File: config.mk
export PLATFORM = sky130hd
export DESIGN_NAME = odr_detector
export DESIGN_NICKNAME = d
export VERILOG_FILES = /design/src/rtl/odr_pkg.sv /design/src/rtl/odr_tick_gen.sv /design/src/rtl/odr_sync.sv /design/src/rtl/odr_pin_watch.sv /design/src/rtl/odr_regs.sv /design/src/rtl/odr_detector.sv
export SDC_FILE = /design/constraint.sdc
export NUM_CORES = 1
export LEC_CHECK = 0
export BUFFER_PORTS_ARGS = -buffer_cell sky130_fd_sc_hd__buf_2
export CELL_PAD_IN_SITES_DETAIL_PLACEMENT = 1
export CELL_PAD_IN_SITES_GLOBAL_PLACEMENT = 1
export CORE_UTILIZATION = 42
export CTS_BUF_LIST = sky130_fd_sc_hd__clkbuf_4 sky130_fd_sc_hd__clkbuf_8
export DETAILED_ROUTE_END_ITERATION = 10
export GPL_ROUTABILITY_DRIVEN = 0
export GPL_TIMING_DRIVEN = 0
export HOLD_SLACK_MARGIN = 0.12
export PLACE_DENSITY = 0.82
export SLEW_MARGIN = 10
export SYNTH_ARGS = -nofsm -noshare
export SYNTH_HDL_FRONTEND = slang
export SYNTH_SLANG_ARGS = --single-unit
File: constraint.sdc
create_clock -name clk -period 2.08 [get_ports clk]
set_input_delay 0.208 -clock clk [delete_from_list [all_inputs] [get_ports clk]]
set_output_delay 0.208 -clock clk [all_outputs]
set_load 0.005 [all_outputs]
File: src/rtl/odr_pkg.sv
package odr_pkg;

    typedef enum logic [1:0] {
        MODE_EDGE  = 2'b00,
        MODE_DIV_A = 2'b01,
        MODE_DIV_B = 2'b10,
        MODE_DIV_C = 2'b11
    } det_mode_e;

    typedef enum logic [1:0] {
        ST_HIGH  = 2'b00,
        ST_COUNT = 2'b01,
        ST_HELD  = 2'b10
    } watch_state_e;

    localparam logic ADDR_MODE = 1'b0;
    localparam logic ADDR_FLAG = 1'b1;

endpackage

File: src/rtl/odr_tick_gen.sv
// Free-running prescaler. Each output is a one-cycle strobe at its
// division, which must be a power of two of at least 2.
module odr_tick_gen #(
    parameter int DIV_A = 8,
    parameter int DIV_B = 16,
    parameter int DIV_C = 128
) (
    input  logic       clk,
    input  logic       rst_n,
    output logic [2:0] tick
);
    localparam int CW = $clog2(DIV_C);

    logic [CW-1:0] cnt_q;

    always_ff @(posedge clk or negedge rst_n) begin
        if (!rst_n) cnt_q <= '0;
        else        cnt_q <= cnt_q + 1'b1;
    end

    for (genvar k = 0; k < 3; k++) begin : g_tick
        localparam int D  = (k == 0) ? DIV_A : (k == 1) ? DIV_B : DIV_C;
        localparam int LW = $clog2(D);
        assign tick[k] = (cnt_q[LW-1:0] == {LW{1'b1}});


        tick_pulse_chk: assert property (@(posedge clk) disable iff (!rst_n)
            tick[k] |=> !tick[k]);
    end

endmodule

File: src/rtl/odr_sync.sv
module odr_sync #(
    parameter int   STAGES  = 2,
    parameter logic RST_VAL = 1'b1
) (
    input  logic clk,
    input  logic rst_n,
    input  logic d,
    output logic q
);
    logic [STAGES-1:0] sh_q;

    always_ff @(posedge clk or negedge rst_n) begin
        if (!rst_n) sh_q <= {STAGES{RST_VAL}};
        else        sh_q <= {sh_q[STAGES-2:0], d};
    end

    assign q = sh_q[STAGES-1];

endmodule

File: src/rtl/odr_pin_watch.sv
module odr_pin_watch
    import odr_pkg::*;
#(
    parameter int FILTER_LEN = 16
) (
    input  logic      clk,
    input  logic      rst_n,
    input  logic      pin_s,
    input  det_mode_e mode,
    input  logic [2:0] tick,
    input  logic      restart,
    output logic      hit
);
    localparam int CNT_W = $clog2(FILTER_LEN + 1);
    localparam logic [CNT_W-1:0] LAST = CNT_W'(FILTER_LEN - 1);

    watch_state_e     state_q, state_n;
    logic [CNT_W-1:0] cnt_q, cnt_n;
    logic             sample_en;

    always_comb begin
        unique case (mode)
            MODE_EDGE:  sample_en = 1'b1;
            MODE_DIV_A: sample_en = tick[0];
            MODE_DIV_B: sample_en = tick[1];
            MODE_DIV_C: sample_en = tick[2];
            default:    sample_en = 1'b0;
        endcase
    end

    // State register
    always_ff @(posedge clk or negedge rst_n) begin
        if (!rst_n) begin
            state_q <= ST_HIGH;
            cnt_q   <= '0;
        end else begin
            state_q <= state_n;
            cnt_q   <= cnt_n;
        end
    end

    // Next state and outputs
    always_comb begin
        state_n = state_q;
        cnt_n   = cnt_q;
        hit     = 1'b0;
        if (restart) begin
            state_n = ST_HIGH;
            cnt_n   = '0;
        end else if (sample_en) begin
            if (pin_s) begin
                state_n = ST_HIGH;
                cnt_n   = '0;
            end else begin
                unique case (state_q)
                    ST_HIGH: begin
                        if (mode == MODE_EDGE) begin
                            hit     = 1'b1;
                            state_n = ST_HELD;
                        end else begin
                            cnt_n   = CNT_W'(1);
                            state_n = ST_COUNT;
                        end
                    end
                    ST_COUNT: begin
                        if (cnt_q >= LAST) begin
                            hit     = 1'b1;
                            cnt_n   = '0;
                            state_n = ST_HELD;
                        end else begin
                            cnt_n = cnt_q + 1'b1;
                        end
                    end
                    ST_HELD: begin
                        state_n = ST_HELD;
                    end
                    default: begin
                        state_n = ST_HIGH;
                        cnt_n   = '0;
                    end
                endcase
            end
        end
    end


    high_resets_cnt_chk: assert property (@(posedge clk) disable iff (!rst_n)
        (sample_en && pin_s) |=> (cnt_q == '0));


    cnt_bound_chk: assert property (@(posedge clk) disable iff (!rst_n)
        cnt_q < CNT_W'(FILTER_LEN));


    hit_needs_low_chk: assert property (@(posedge clk) disable iff (!rst_n)
        hit |-> !pin_s);

endmodule

File: src/rtl/odr_regs.sv
module odr_regs
    import odr_pkg::*;
#(
    parameter int NUM_PINS = 2,
    parameter int REG_W    = 6
) (
    input  logic                  clk,
    input  logic                  rst_n,
    input  logic                  reg_addr,
    input  logic                  reg_wr,
    input  logic                  reg_rd,
    input  logic [REG_W-1:0]      reg_wdata,
    output logic [REG_W-1:0]      reg_rdata,
    input  logic [NUM_PINS-1:0]   set_i,
    output logic [2*NUM_PINS-1:0] mode_o,
    output logic                  mode_wr_o,
    output logic [NUM_PINS-1:0]   flag_o
);
    localparam int MW = 2 * NUM_PINS;

    logic [MW-1:0]       mode_q;
    logic                locked_q;
    logic [NUM_PINS-1:0] flag_q, armed_q, clr;
    logic                flag_wr, flag_rd;
    logic                unused_wdata;

    assign unused_wdata = ^reg_wdata[REG_W-1:MW];

    assign mode_wr_o = reg_wr && (reg_addr == ADDR_MODE) && !locked_q;
    assign flag_wr   = reg_wr && (reg_addr == ADDR_FLAG);
    assign flag_rd   = reg_rd && (reg_addr == ADDR_FLAG);

    always_ff @(posedge clk or negedge rst_n) begin
        if (!rst_n) begin
            mode_q   <= '0;
            locked_q <= 1'b0;
        end else if (mode_wr_o) begin
            mode_q   <= reg_wdata[MW-1:0];
            locked_q <= 1'b1;
        end
    end

    for (genvar i = 0; i < NUM_PINS; i++) begin : g_flag
        assign clr[i] = flag_wr && !reg_wdata[i] && armed_q[i];

        always_ff @(posedge clk or negedge rst_n) begin
            if (!rst_n) begin
                flag_q[i]  <= 1'b0;
                armed_q[i] <= 1'b0;
            end else begin
                if (set_i[i])    flag_q[i] <= 1'b1;
                else if (clr[i]) flag_q[i] <= 1'b0;

                if (clr[i])                      armed_q[i] <= 1'b0;
                else if (flag_rd && flag_q[i])   armed_q[i] <= 1'b1;
            end
        end


        set_wins_chk: assert property (@(posedge clk) disable iff (!rst_n)
            set_i[i] |=> flag_q[i]);


        no_spurious_set_chk: assert property (@(posedge clk) disable iff (!rst_n)
            (!flag_q[i] && !set_i[i]) |=> !flag_q[i]);


        clear_needs_write_chk: assert property (@(posedge clk) disable iff (!rst_n)
            (flag_q[i] && !flag_wr) |=> flag_q[i]);
    end

    assign mode_o    = mode_q;
    assign flag_o    = flag_q;
    assign reg_rdata = (reg_addr == ADDR_MODE) ? REG_W'(mode_q) : REG_W'(flag_q);


    mode_lock_chk: assert property (@(posedge clk) disable iff (!rst_n)
        locked_q |=> $stable(mode_q));

endmodule

File: src/rtl/odr_detector.sv
module odr_detector
    import odr_pkg::*;
#(
    parameter int NUM_PINS   = 2,
    parameter int REG_W      = 6,
    parameter int DIV_A      = 8,
    parameter int DIV_B      = 16,
    parameter int DIV_C      = 128,
    parameter int FILTER_LEN = 16,
    parameter int SYNC_LEN   = 2
) (
    input  logic                clk,
    input  logic                rst_n,
    input  logic [NUM_PINS-1:0] pin_n,
    input  logic                reg_addr,
    input  logic                reg_wr,
    input  logic                reg_rd,
    input  logic [REG_W-1:0]    reg_wdata,
    output logic [REG_W-1:0]    reg_rdata,
    output logic [NUM_PINS-1:0] req_flag,
    output logic                out_disable
);
    logic [2:0]            tick;
    logic [2*NUM_PINS-1:0] mode_bus;
    logic                  mode_wr;
    logic [NUM_PINS-1:0]   pin_s, hit;

    odr_tick_gen #(.DIV_A(DIV_A), .DIV_B(DIV_B), .DIV_C(DIV_C)) u_tick (
        .clk  (clk),
        .rst_n(rst_n),
        .tick (tick)
    );

    for (genvar i = 0; i < NUM_PINS; i++) begin : g_pin
        odr_sync #(.STAGES(SYNC_LEN), .RST_VAL(1'b1)) u_sync (
            .clk  (clk),
            .rst_n(rst_n),
            .d    (pin_n[i]),
            .q    (pin_s[i])
        );

        odr_pin_watch #(.FILTER_LEN(FILTER_LEN)) u_watch (
            .clk    (clk),
            .rst_n  (rst_n),
            .pin_s  (pin_s[i]),
            .mode   (det_mode_e'(mode_bus[2*i +: 2])),
            .tick   (tick),
            .restart(mode_wr),
            .hit    (hit[i])
        );
    end

    odr_regs #(.NUM_PINS(NUM_PINS), .REG_W(REG_W)) u_regs (
        .clk      (clk),
        .rst_n    (rst_n),
        .reg_addr (reg_addr),
        .reg_wr   (reg_wr),
        .reg_rd   (reg_rd),
        .reg_wdata(reg_wdata),
        .reg_rdata(reg_rdata),
        .set_i    (hit),
        .mode_o   (mode_bus),
        .mode_wr_o(mode_wr),
        .flag_o   (req_flag)
    );

    assign out_disable = |req_flag;


    disable_follows_flag_chk: assert property (@(posedge clk) disable iff (!rst_n)
        (|hit) |=> out_disable);

endmodule

== Word level (Yosys, flattened, before mapping) ==
Index checks and enable logic that the tools add are counted.
Operators by class
  bitwise operators: 1
  reductions and logical operators: 28
  muxes and demuxes: 47
  $lt $le $gt $ge: 2
  eq/ne operators: 19
  add/subtract/negate cells: 3
Operators by type and width (count)
  2-to-1 mux 5 bit: 10
  case mux 5 bit (3 select lines): 2
  2-to-1 mux 2 bit: 10
  2-to-1 mux 1 bit: 18
  equality test 2 bit, second input constant: 6
  case mux 2 bit (3 select lines): 2
  nonzero test 2 bit: 6
  adder 5 x 1 -> 5 bit, second input constant: 2
  greater-or-equal comparator 5 x 4 -> 1 bit, second input constant: 2
  logical AND 1 bit: 10
  equality test 2 x 1 -> 1 bit, second input constant: 4
  logical NOT 2 bit: 4
  inequality test 4 x 3 -> 1 bit, second input constant: 2
  case mux 1 bit (4 select lines): 2
  adder 7 x 1 -> 7 bit, second input constant: 1
  equality test 7 bit, second input constant: 1
  AND reduction 3 bit: 2
  equality test 4 bit, second input constant: 1
  2-to-1 mux 4 bit: 1
  inequality test 4 x 2 -> 1 bit, second input constant: 1
  inequality test 4 bit, second input constant: 1
  case mux 1 bit (2 select lines): 2
  AND reduction 2 bit: 2
  equality test 3 bit, second input constant: 1
  other kinds (5): 7
Word-level totals
  logic and storage cells: 113
  register bits after elaboration: 34
  output and inout bits: 9
  input port bits: 13

== Longest topological paths before layout ==
Gate-level depths: netlist of run 1.
  depth in word-level cells: 7
  mapped depth: 8
  mapped depth without buffers: 8

== By module ==
A second synthesis of run 1 with hierarchy kept.
Unflattened totals
  cell total of the unflattened synthesis: 185
  area, all modules: 2006.9 µm²
By module, submodules not included
  odr_pin_watch: sequential area each 175.2 µm², instances 2, area each 585.6 µm², cells each 64
  odr_regs: sequential area each 225.2 µm², instances 1, area each 432.9 µm², cells each 32
  odr_tick_gen: sequential area each 175.2 µm², instances 1, area each 291.5 µm², cells each 20
  odr_sync: sequential area each 52.6 µm², instances 2, area each 52.6 µm², cells each 2
  odr_detector: sequential area each 0.0 µm², instances 1, area each 6.3 µm², cells each 1

== Worst setup path after synthesis of run 1 ==
OpenSTA, ideal clock, no wires.
  kind: register -> register
  start: reg g_pin[0].u_watch.state_q[0]
  end: reg g_pin[0].u_watch.cnt_q[4]
  required time: 1955 ps
  setup slack: 108 ps
  arrival: 1847 ps
  period minus slack after synthesis: 1972 ps
  setup time: 125 ps
  buffers on the path: 0
  stages on the path, launching flop included: 7
  cells stage by stage: dfrtp_1 > inv_1 > ha_1 > or3b_2 > a211oi_1 > a211oi_4 > mux2_4
On the way
  cells in the longest elaborated chain, start to end: 5
  elaborated cells between the ends (all ways): 10
  classes of those cells: 4 x eq/ne; 4 x mux; 2 x reduce/logical
RTL lines
  start, declared: line odr_pin_watch.sv:17  | watch_state_e state_q, state_n;
  start signal, assigned: line odr_pin_watch.sv:37  | state_q <= state_n;
  equality test 2 bit, or another cell as far along: line odr_pin_watch.sv:55  | unique case (state_q)
  case mux 5 bit (3 select lines): line odr_pin_watch.sv:55
  2-to-1 mux 5 bit: line odr_pin_watch.sv:51  | if (pin_s) begin
  2-to-1 mux 5 bit: line odr_pin_watch.sv:50  | end else if (sample_en) begin
  2-to-1 mux 5 bit: line odr_pin_watch.sv:47  | if (restart) begin
  end signal, assigned: line odr_pin_watch.sv:38  | cnt_q <= cnt_n;
  end, declared: line odr_pin_watch.sv:18  | logic [CNT_W-1:0] cnt_q, cnt_n;
Parallel ways exist; a longest one is shown, timed or not. The select of a mux whose other input is x is not followed.
A chain may end at the register's enable or synchronous reset.

== Worst setup path in the final report of run 1 ==
  start: reg g_pin[0].u_watch.state_q[1]
  end: reg g_pin[0].u_watch.cnt_q[4]
The elaborated chain is that of the path after synthesis.

==> results_dict.tcl, run 1 <==
set metrics [dict create \
    grt-ovfl-total 0 \
    p_total_mw 2.27 \
    cp-end-kind "register" \
    min_period_ns 1.96 \
    yosysTopAreaCell "dfrtp_1" \
    ios 22 \
    syn2layout_area_growth_pct 22.6 \
    pre_cts_slack_ns -0.0916 \
    cts_buffer_depth 2 \
    core_sq_um 4140 \
    synth_most_common_cell "dfrtp_1" \
    die_x_microns 68.8 \
    ys_async_sr_fraction_pct 100 \
    cp.required_ns 2.25 \
    nets 251 \
    period_share_pct 94.2 \
    max_stage_delay_ns 0.51 \
    cts_root_buf "clkbuf_8" \
    dpl.hpwl_microns 2940 \
    yosysUniqueCellTypes 46 \
    grt_pass1_wl_microns 6490 \
    finalWorstSetupSlack_ns 0.121 \
    tightest_slew_ns 0.763 \
    grt_pass1_vias 1391 \
    vias 1503 \
    cts_tree "yes" \
    antenna_cells 0 \
    clock_latency_ns 0.29 \
    ir_drop_mv 0.400 \
    r2r_end "g_pin[0].u_watch.cnt_q[4]" \
    p_leak_nw 1.06 \
    rrSetupSlack_ns 0.12 \
    seq_area_frac_synth_pct 45.6 \
    finalMaxSlewViolations 0 \
    synth_edf_count 0 \
    synth_top_area_share_pct 40.0 \
    finalSetupViolCount 0 \
    cts_sinks 34 \
    initial_core_util_pct 45.3 \
    grt_max_degree 35 \
    portBuffers 16 \
    fp.dieArea_sq_um 4740 \
    firstDrtPassIters 4 \
    status "finished, final reports clean" \
    worstPathCellList "inv_1 > ha_1 > or3b_2 > a211oi_4 > a211oi_4 > mux2_4" \
    hold_violations 0 \
    start_kind "register" \
    cp_slowest_cell "or3b_2" \
    holdPathStages 3 \
    synthCells 190 \
    htree_levels 2 \
    drive_gt1_share_pct 27.6 \
    reg2reg_depth 6 \
    fin_skew_ns 0.00851 \
    synthFlopType "dfrtp_1" \
    routed_via_density 5.47 \
    track_usage_pct 19.3 \
    drt-total-wl_microns 4320 \
    fmax_ghz 0.510 \
    maxCapViolCount 0 \
    crit_arrival_ns 2.13 \
    numCtsBuffers 5 \
    avgRoutedWirePerCell_microns 15.7 \
    crit_top_cell "a211oi_4" \
    antenna_found_initial 0 \
    cts.clk_slew.worst_paths_ns 0.07 \
    crit_type "register to register" \
    netlist_area_sq_um 1880 \
    r2r-start "g_pin[0].u_watch.state_q[1]" \
    startpoint "g_pin[0].u_watch.state_q[1]" \
    rows 23 \
    worstHoldPathType "primary input to register" \
    synthTopCellsByArea "dfrtp_1 40%, ha_1 9.3%, nand2_1 5.8%, dfstp_2 5.6%, inv_1 3.0%" \
    drcViolationCount 0 \
    min_from "reg_wdata[0]" \
    drtAntennaViolNets 0 \
    whs_endpoint "u_regs.mode_o[0]" \
    synth_warnings 0 \
    slew_headroom_pct 49.1 \
    synth.avg_cell_area_sq_um 9.87 \
    path_max_fanout 7 \
    ys_seq_elements 34 \
    n_fill_cell 467 \
    synth_commonest_cells "30 x dfrtp_1, 29 x nand2_1, 15 x inv_1, 14 x ha_1, 14 x nor2_1" \
    chipHeight_microns 68.8 \
    p_per_area_nw_per_um2 986 \
    drtIter0Drc 68 \
]
-- power breakdown --
| part | switching, mW | leakage, nW | internal [mW] |
|---|---|---|---|
| registers | 0.130 | 0.417 | 0.776 |
| logic | 0.370 | 0.579 | 0.349 |
| clock network | 0.241 | 0.0619 | 0.404 |
| total | 0.740 | 1.06 | 1.53 |
-- worst max-delay path by stage --
stage,to,slack [ns],depth (start not counted)
floorplan,g_pin[0].u_watch.cnt_q[4],0.11,6
global placement,g_pin[1].u_watch.state_q[0],-0.05,5
detailed placement,g_pin[1].u_watch.state_q[1],-0.09,5
CTS,g_pin[1].u_watch.state_q[1],0.006,7
global route,g_pin[0].u_watch.cnt_q[3],-0.006,7
finish,g_pin[0].u_watch.cnt_q[4],0.12,6
-- timing repair --
item                                    CTS  global route
endpoints found under the setup margin    8            11
setup buffers                             1             4
endpoints found under the hold margin    34             0
pin swaps                                 1             3
hold buffers                              5             0
resized for setup                         5            10
gates cloned                              0             0
-- stage by stage --
| step | std cells | area [sq um] | TNS, ns | hold WS, ns | util (%) |
|---|---|---|---|---|---|
| after floorplan | 191 | 1880 | 0 | -0.0876 | - |
| after global placement | 257 | 2020 | -0.191 | 0.315 | 48.8 |
| after detailed placement | 257 | 2020 | -0.474 | 0.315 | 48.8 |
| after CTS | 271 | 2230 | 0 | 0.143 | 53.8 |
| after global routing | 275 | 2300 | -0.00599 | 0.173 | 55.5 |
| final | 275 | 2300 | 0 | 0.154 | 55.5 |
-- flip-flops by register name (all words and copies together), names as in the netlist --
register / cells
u_regs.flag_o: 2
u_regs.locked_q: 1
u_tick.cnt_q: 7
u_regs.armed_q: 2
g_pin.u_watch.state_q: 4
g_pin.u_watch.cnt_q: 10
g_pin.u_sync.sh_q: 4
u_regs.mode_o: 4
-- final cells by class --
cell class / count / area (sq um) / share of cell area (%)
well taps: 50 / 62.6 / 2.72
clock buffers: 7 / 90.1 / 3.92
plain buffers: 4 / 37.5 / 1.63
clock inverters: 1 / 30.0 / 1.31
multi-input cells: 138 / 1000 / 43.5
flip-flops and latches: 34 / 856 / 37.2
repair buffers: 26 / 168 / 7.29
inverters: 15 / 56.3 / 2.45
-- per-layer routing --
layer / routed length (microns) / global-route usage (%) / up-vias
met5: 0 / 0 / -
met4: 31 / 5.36 / 0
met3: 162 / 5.43 / 4
met2: 2080 / 32.7 / 28
met1: 2050 / 23.9 / 753
li1: - / - / 718
-- critical path, delay by kind of cell, from the launching register on --
family                     cells  cell delay, ns
buffers and inverters          1            0.09
DFF                            1            0.41
AOI/OAI and AO/OA              2            0.36
muxes                          1            0.30
adders and majority gates      1            0.17
and+or+nand+nor                1            0.51
-- cell usage in the layout, fill, tap and decap left out, types with 2 or more instances in the layout --
cell           netlist  layout
nand3_1              7       6
and3_1               4       2
and2b_2              2       2
o31ai_1              2       2
and3_4               2       4
or2_2                2       2
nor2b_1              3       3
dfrtp_1             30      30
conb_1               1       2
a31oi_1              2       2
ha_1                14      14
buf_6                2       2
a211oi_4             1       2
xor2_1               2       2
xnor2_1              2       2
clkbuf_8             0       6
nor2_1              14      13
o211ai_1             3       3
nand4_1              3       3
dlygate4sd3_1        0       5
a21oi_1              7       7
o21ai_0             10       9
buf_2                0      16
nand2_1             29      28
dfstp_2              4       4
mux2_2               5       5
buf_4                2       7
inv_1               15      15
-- cells by family (layout without fill, tap and decap cells) --
group	count (synthesis)	after routing	share of synthesized area (%)
AOI/OAI and AO/OA	37	37	13.7
xor gates and xnor gates	4	4	1.87
adders and majority gates	14	14	9.34
buffers and inverters	19	53	5.00
DFF	34	34	45.6
muxes	6	6	3.80
other	1	2	0.200
and+or+nand+nor	75	75	20.4
Power figures use the tool's default switching activity.
==> run 2, diff against run 1 <==
==> constraint.sdc (replaced) <==
create_clock -name clk -period 1.75 [get_ports clk]
set_input_delay 0.175 -clock clk [delete_from_list [all_inputs] [get_ports clk]]
set_output_delay 0.175 -clock clk [all_outputs]
set_load 0.005 [all_outputs]
==> results_dict.tcl, run 2 (same netlist as run 1, synthesis figures left out) <==
set metrics [dict create \
    top_register "g_pin.u_watch.cnt_q" \
    grt_pass1_vias 1758 \
    postLayoutCoreUtil_pct 67.5 \
    status "finished, violations left" \
    chipHeight_microns 68.8 \
    reg.largest.list "g_pin.u_watch.cnt_q: 10 flops, u_tick.cnt_q: 7 flops" \
    antenna_found_initial 0 \
    avgRoutedWirePerCell_microns 22.3 \
    crit_buf_inv 0 \
    finalSetupViolCount 12 \
    p_switching_mw 1.17 \
    p_sw_share_pct 34.7 \
    rsz0062_at_grt "true" \
    hold_violations 0 \
    nets 281 \
    finalMaxSlewViolations 0 \
    drive_gt1_share_pct 47.8 \
    cts_root_buf "clkbuf_8" \
    slew_headroom_pct 48.7 \
    p_leak_nw 1.26 \
    grt_max_degree 35 \
    crit_family "compound AO/OA/AOI/OAI gates" \
    syn2layout_area_growth_pct 49.2 \
    worstHoldPathType "primary input to register" \
    start_kind "register" \
    initial_core_util_pct 45.3 \
    maxCapViolCount 0 \
    p_total_mw 3.37 \
    finalWorstSetupSlack_ns -0.185 \
    vias 1785 \
    drtIter0Drc 144 \
    p_clk_share_pct 26.9 \
    rows 23 \
    cts_sinks 34 \
    period_share_pct 111 \
    tns_ns -1.28 \
    cts.clk_slew.worst_paths_ns 0.07 \
    routed_via_density 5.85 \
    violations "setup timing" \
    drtAntennaViolNets 0 \
    power_frac_comb_pct 41.1 \
    drcViolationCount 0 \
    p_per_area_nw_per_um2 1200 \
    dpl.hpwl_microns 2810 \
    max_stage_delay_ns 0.41 \
    seqCellArea_sq_um 856 \
    clock_latency_ns 0.30 \
    ir_drop_mv 0.753 \
    crit_type "register to register" \
    cts_buffer_depth 2 \
    drt-total-wl_microns 6810 \
    p_int_mw 2.20 \
    final_common_cell "dfrtp_1" \
    grt_pass1_wl_microns 9100 \
    core_sq_um 4140 \
    largest_reg_flops 10 \
    cts_tree "yes" \
    firstDrtPassIters 4 \
    min_period_ns 1.93 \
    fp.dieArea_sq_um 4740 \
    cp_slowest_cell "dfrtp_1" \
    htree_levels 2 \
    pwr-share-seq_pct 31.9 \
    multi_input_area_sq_um 1230 \
    final_cell_mix "30 x dfrtp_1, 28 x buf_4, 27 x nand2_1" \
    worstPathCellList "ha_4 > ha_2 > nand2b_1 > and3_4 > a211oi_4 > o21ai_1 > a22o_1" \
    portBuffers 16 \
    numCtsBuffers 5 \
    crit_arrival_ns 2.13 \
    antenna_cells 0 \
    cp-end-kind "register" \
    grt-ovfl-total 0 \
    fin_skew_ns 0.00957 \
    tightest_slew_ns 0.770 \
    die_x_microns 68.8 \
    fmax_ghz 0.517 \
    track_usage_pct 27.6 \
    cp.required_ns 1.94 \
    n_fill_cell 439 \
    ios 22 \
    path_max_fanout 5 \
]
-- run 2: cell count changes in the layout (fill, tap and decap cells not counted), moves of 4 or more --
| cell | before | now |
|---|---|---|
| o21ai_0 | 9 | 2 |
| ha_4 | 0 | 4 |
| buf_6 | 2 | 6 |
| ha_1 | 14 | 6 |
| ha_2 | 0 | 4 |
| o21ai_1 | 1 | 5 |
| buf_4 | 7 | 28 |
-- run 2: worst paths after layout --
kind	cells past startpoint	to	slack [ns]	startpoint
worst min-delay path	3	u_regs.mode_o[0]	0.14	reg_wdata[0]
worst max register to register	7	g_pin[0].u_watch.cnt_q[2]	-0.18	u_tick.cnt_q[1]
worst max-delay path	7	g_pin[0].u_watch.cnt_q[2]	-0.18	u_tick.cnt_q[1]
min in group asynchronous	2	g_pin[0].u_watch.cnt_q[4]	0.49	rst_n
worst min register to register	0	g_pin[1].u_sync.sh_q[1]	0.36	g_pin[1].u_sync.sh_q[0]
max in group asynchronous	2	g_pin[0].u_watch.state_q[0]	0.77	rst_n
-- run 2: layout make-up --
cell class              instances  share of cell area [%]
multi-input cells             140                    44.1
well taps                      50                    2.24
clock inverters                 2                    2.15
inverters                      15                    2.01
flip-flops and latches         34                    30.6
repair buffers                 55                    15.1
clock buffers                   6                    2.95
plain buffers                   3                   0.939
-- run 2: layer usage --
metal  share of wire, %  track usage, %  vias up
met5                  0               0        -
met4                4.6            9.95        0
met3                3.9            7.73       31
met2                 49            46.7       62
met1                 43            33.5      906
li1                   -               -      786
-- run 2: metrics by stage --
step	std cells	setup slack (ns)	instance area (sq um)	hold slack, ns
global route	305	-0.256	2800	0.155
floorplan	191	-0.0968	1920	-0.121
global placement	257	-0.302	2060	0.280
finish	305	-0.185	2800	0.144
CTS	294	-0.113	2590	0.121
detailed placement	257	-0.314	2060	0.282
-- run 2: power groups by stage --
stage | Combinational [mW] | Clock (mW) | Sequential, mW
4_1_cts | 1.10 | 0.913 | 1.05
3_5_place_dp | 0.753 | 0 | 1.09
2_1_floorplan | 0.557 | 0 | 1.05
6_report | 1.39 | 0.908 | 1.08
5_1_grt | 1.48 | 0.947 | 1.09
3_3_place_gp | 0.726 | 0 | 1.08
-- run 2: repair_timing --
action	in CTS	in global routing
buffers inserted	21	11
hold buffers	7	0
setup endpoints to repair	14	16
pin swaps	16	20
resized for setup	35	29
endpoints found under the hold margin	36	0
gates cloned	2	0
-- run 2: worst reg2reg max path, cell delays in order (launching register included) --
cell      delay, ns
dfrtp_1        0.41
ha_4           0.18
ha_2           0.20
nand2b_1       0.10
and3_4         0.20
a211oi_4       0.36
o21ai_1        0.16
a22o_1         0.21
==> run 3, diff against run 2 <==
--- a/config.mk
+++ b/config.mk
@@ -6,8 +6,10 @@
 export NUM_CORES = 1
 export LEC_CHECK = 0
 export BUFFER_PORTS_ARGS = -buffer_cell sky130_fd_sc_hd__buf_2
+export CAP_MARGIN = 20
 export CELL_PAD_IN_SITES_DETAIL_PLACEMENT = 1
 export CELL_PAD_IN_SITES_GLOBAL_PLACEMENT = 1
+export CORE_MARGIN = 1.5
 export CORE_UTILIZATION = 42
 export CTS_BUF_LIST = sky130_fd_sc_hd__clkbuf_4 sky130_fd_sc_hd__clkbuf_8
 export DETAILED_ROUTE_END_ITERATION = 10
==> results_dict.tcl, run 3 (same netlist as run 1, synthesis figures left out) <==
set metrics [dict create \
    final_cell_mix "30 x buf_4, 29 x dfrtp_1, 27 x nand2_1" \
    crit_type "register to register" \
    ios 22 \
    largest_reg_flops 10 \
    cp-end-kind "register" \
    finalMaxSlewViolations 0 \
    track_usage_pct 23.8 \
    period_share_pct 108 \
    wl_met1_microns 2400 \
    vias 1706 \
    maxCapViolCount 0 \
    core_sq_um 4320 \
    cp.required_ns 1.92 \
    numCtsBuffers 5 \
    violations "setup timing" \
    dr_wl_met2_microns 3440 \
    drcViolationCount 0 \
    fp.dieArea_sq_um 4880 \
    tightest_slew_ns 0.782 \
    final_common_cell "buf_4" \
    start_kind "register" \
    p_switching_mw 1.12 \
    portBuffers 16 \
    worstHoldPathType "primary input to register" \
    crit_buf_inv 1 \
    pwr-share-seq_pct 33.9 \
    p_sw_share_pct 35.6 \
    min_period_ns 1.89 \
    placed_cell_area_sq_um 2070 \
    dpl.hpwl_microns 2880 \
    rsz0062_at_grt "true" \
    final_cell_area_sq_um 2780 \
    clock_latency_ns 0.29 \
    initial_core_util_pct 43.4 \
    htree_levels 2 \
    syn2layout_area_growth_pct 48.0 \
    drive_gt1_share_pct 48.6 \
    reg.largest.list "g_pin.u_watch.cnt_q: 10 flops, u_tick.cnt_q: 7 flops" \
    p_int_mw 2.03 \
    p_leak_nw 1.25 \
    rows 24 \
    grt_pass1_vias 1907 \
    finalSetupViolCount 10 \
    cp_slowest_cell "dfrtp_1" \
    cts_tree "yes" \
    highest_layer "met4" \
    worstPathCellList "or3b_1 > buf_6 > and3_4 > a211oi_4 > mux2_4" \
    pre_cts_slack_ns -0.266 \
    tns_ns -0.794 \
    fmax_ghz 0.528 \
    dp.cells 259 \
    p_total_mw 3.16 \
    top_register "g_pin.u_watch.cnt_q" \
    cts_buffer_depth 2 \
    timing.hold.ws_ns 0.155 \
    status "finished, violations left" \
    ir_drop_mv 0.511 \
    crit_arrival_ns 2.06 \
    die_x_microns 69.8 \
    fin_skew_ns 0.00839 \
    grt_pass1_wl_microns 8980 \
    path_max_fanout 6 \
    slew_headroom_pct 47.9 \
    antenna_found_initial 0 \
    power_frac_comb_pct 44.1 \
    drt-total-wl_microns 6270 \
    grt-ovfl-total 0 \
    hold_violations 0 \
    antenna_cells 0 \
    drtAntennaViolNets 0 \
    p_per_area_nw_per_um2 1140 \
    max_stage_delay_ns 0.40 \
    cts_root_buf "clkbuf_8" \
    wl_met3_microns 195 \
    nets 281 \
    cts_sinks 34 \
    cts.clk_slew.worst_paths_ns 0.08 \
    routed_via_density 5.56 \
    avgRoutedWirePerCell_microns 20.4 \
    drtIter0Drc 114 \
    postLayoutCoreUtil_pct 64.2 \
    p_clk_share_pct 22.0 \
    grt_max_degree 35 \
    chipHeight_microns 69.8 \
    finalWorstSetupSlack_ns -0.143 \
    layoutNonFillerInstCount 307 \
    crit_family "simple AND/OR/NAND/NOR gates" \
    firstDrtPassIters 4 \
]
run 3: cell types whose count changed in the layout (fill, tap and decap cells not counted), sizes merged:
cell and change:
buf +1, bufinv -2, clkbuf +2, o311ai -1
run 3: worst register-to-register path: stages (launching register included):
cell and delay [ns]:
dfrtp_1 0.40, or3b_1 0.37, buf_6 0.14, and3_4 0.18
a211oi_4 0.34, mux2_4 0.34
run 3: worst paths after layout:
kind / start / endpoint / slack, ns / cells after the start
min: reg_wr / u_regs.locked_q / 0.15 / 2
min in group asynchronous: rst_n / u_regs.armed_q[1] / 0.50 / 2
max: u_regs.locked_q / g_pin[0].u_watch.cnt_q[4] / -0.14 / 5
max in group asynchronous: rst_n / u_regs.mode_o[3] / 0.69 / 2
max reg2reg: u_regs.locked_q / g_pin[0].u_watch.cnt_q[4] / -0.14 / 5
min reg2reg: g_pin[0].u_sync.sh_q[0] / g_pin[0].u_sync.sh_q[1] / 0.36 / 0
run 3: power by group through the flow:
stage / Clock, mW / Sequential [mW] / Combinational (mW)
after floorplan: 0 / 1.05 / 0.557
after global placement: 0 / 1.08 / 0.726
after global routing: 0.732 / 1.09 / 1.50
final: 0.693 / 1.07 / 1.39
after detailed placement: 0 / 1.09 / 0.750
after CTS: 0.703 / 1.05 / 1.09
run 3: routing by layer:
metal | global-route usage [%] | up-vias
met5 | 0 | -
met4 | 10.3 | 0
met3 | 4.80 | 26
met2 | 44.8 | 43
met1 | 25.3 | 855
li1 | - | 782
run 3: timing repair:
item | 4_1_cts | 5_1_grt
setup buffers | 24 | 9
pin swaps | 15 | 21
gates cloned | 1 | 0
resized for setup | 30 | 40
setup endpoints to repair | 15 | 16
hold buffers | 7 | 0
endpoints found under the hold margin | 36 | 0
run 3: layout make-up:
type,count,area (sq um)
Fill cell,465,1550
Clock buffer,8,110
Sequential cell,34,857
Multi-Input combinational cell,139,1240
Buffer,4,37.5
Tap cell,52,65.1
Timing Repair Buffer,55,405
Inverter,15,58.8
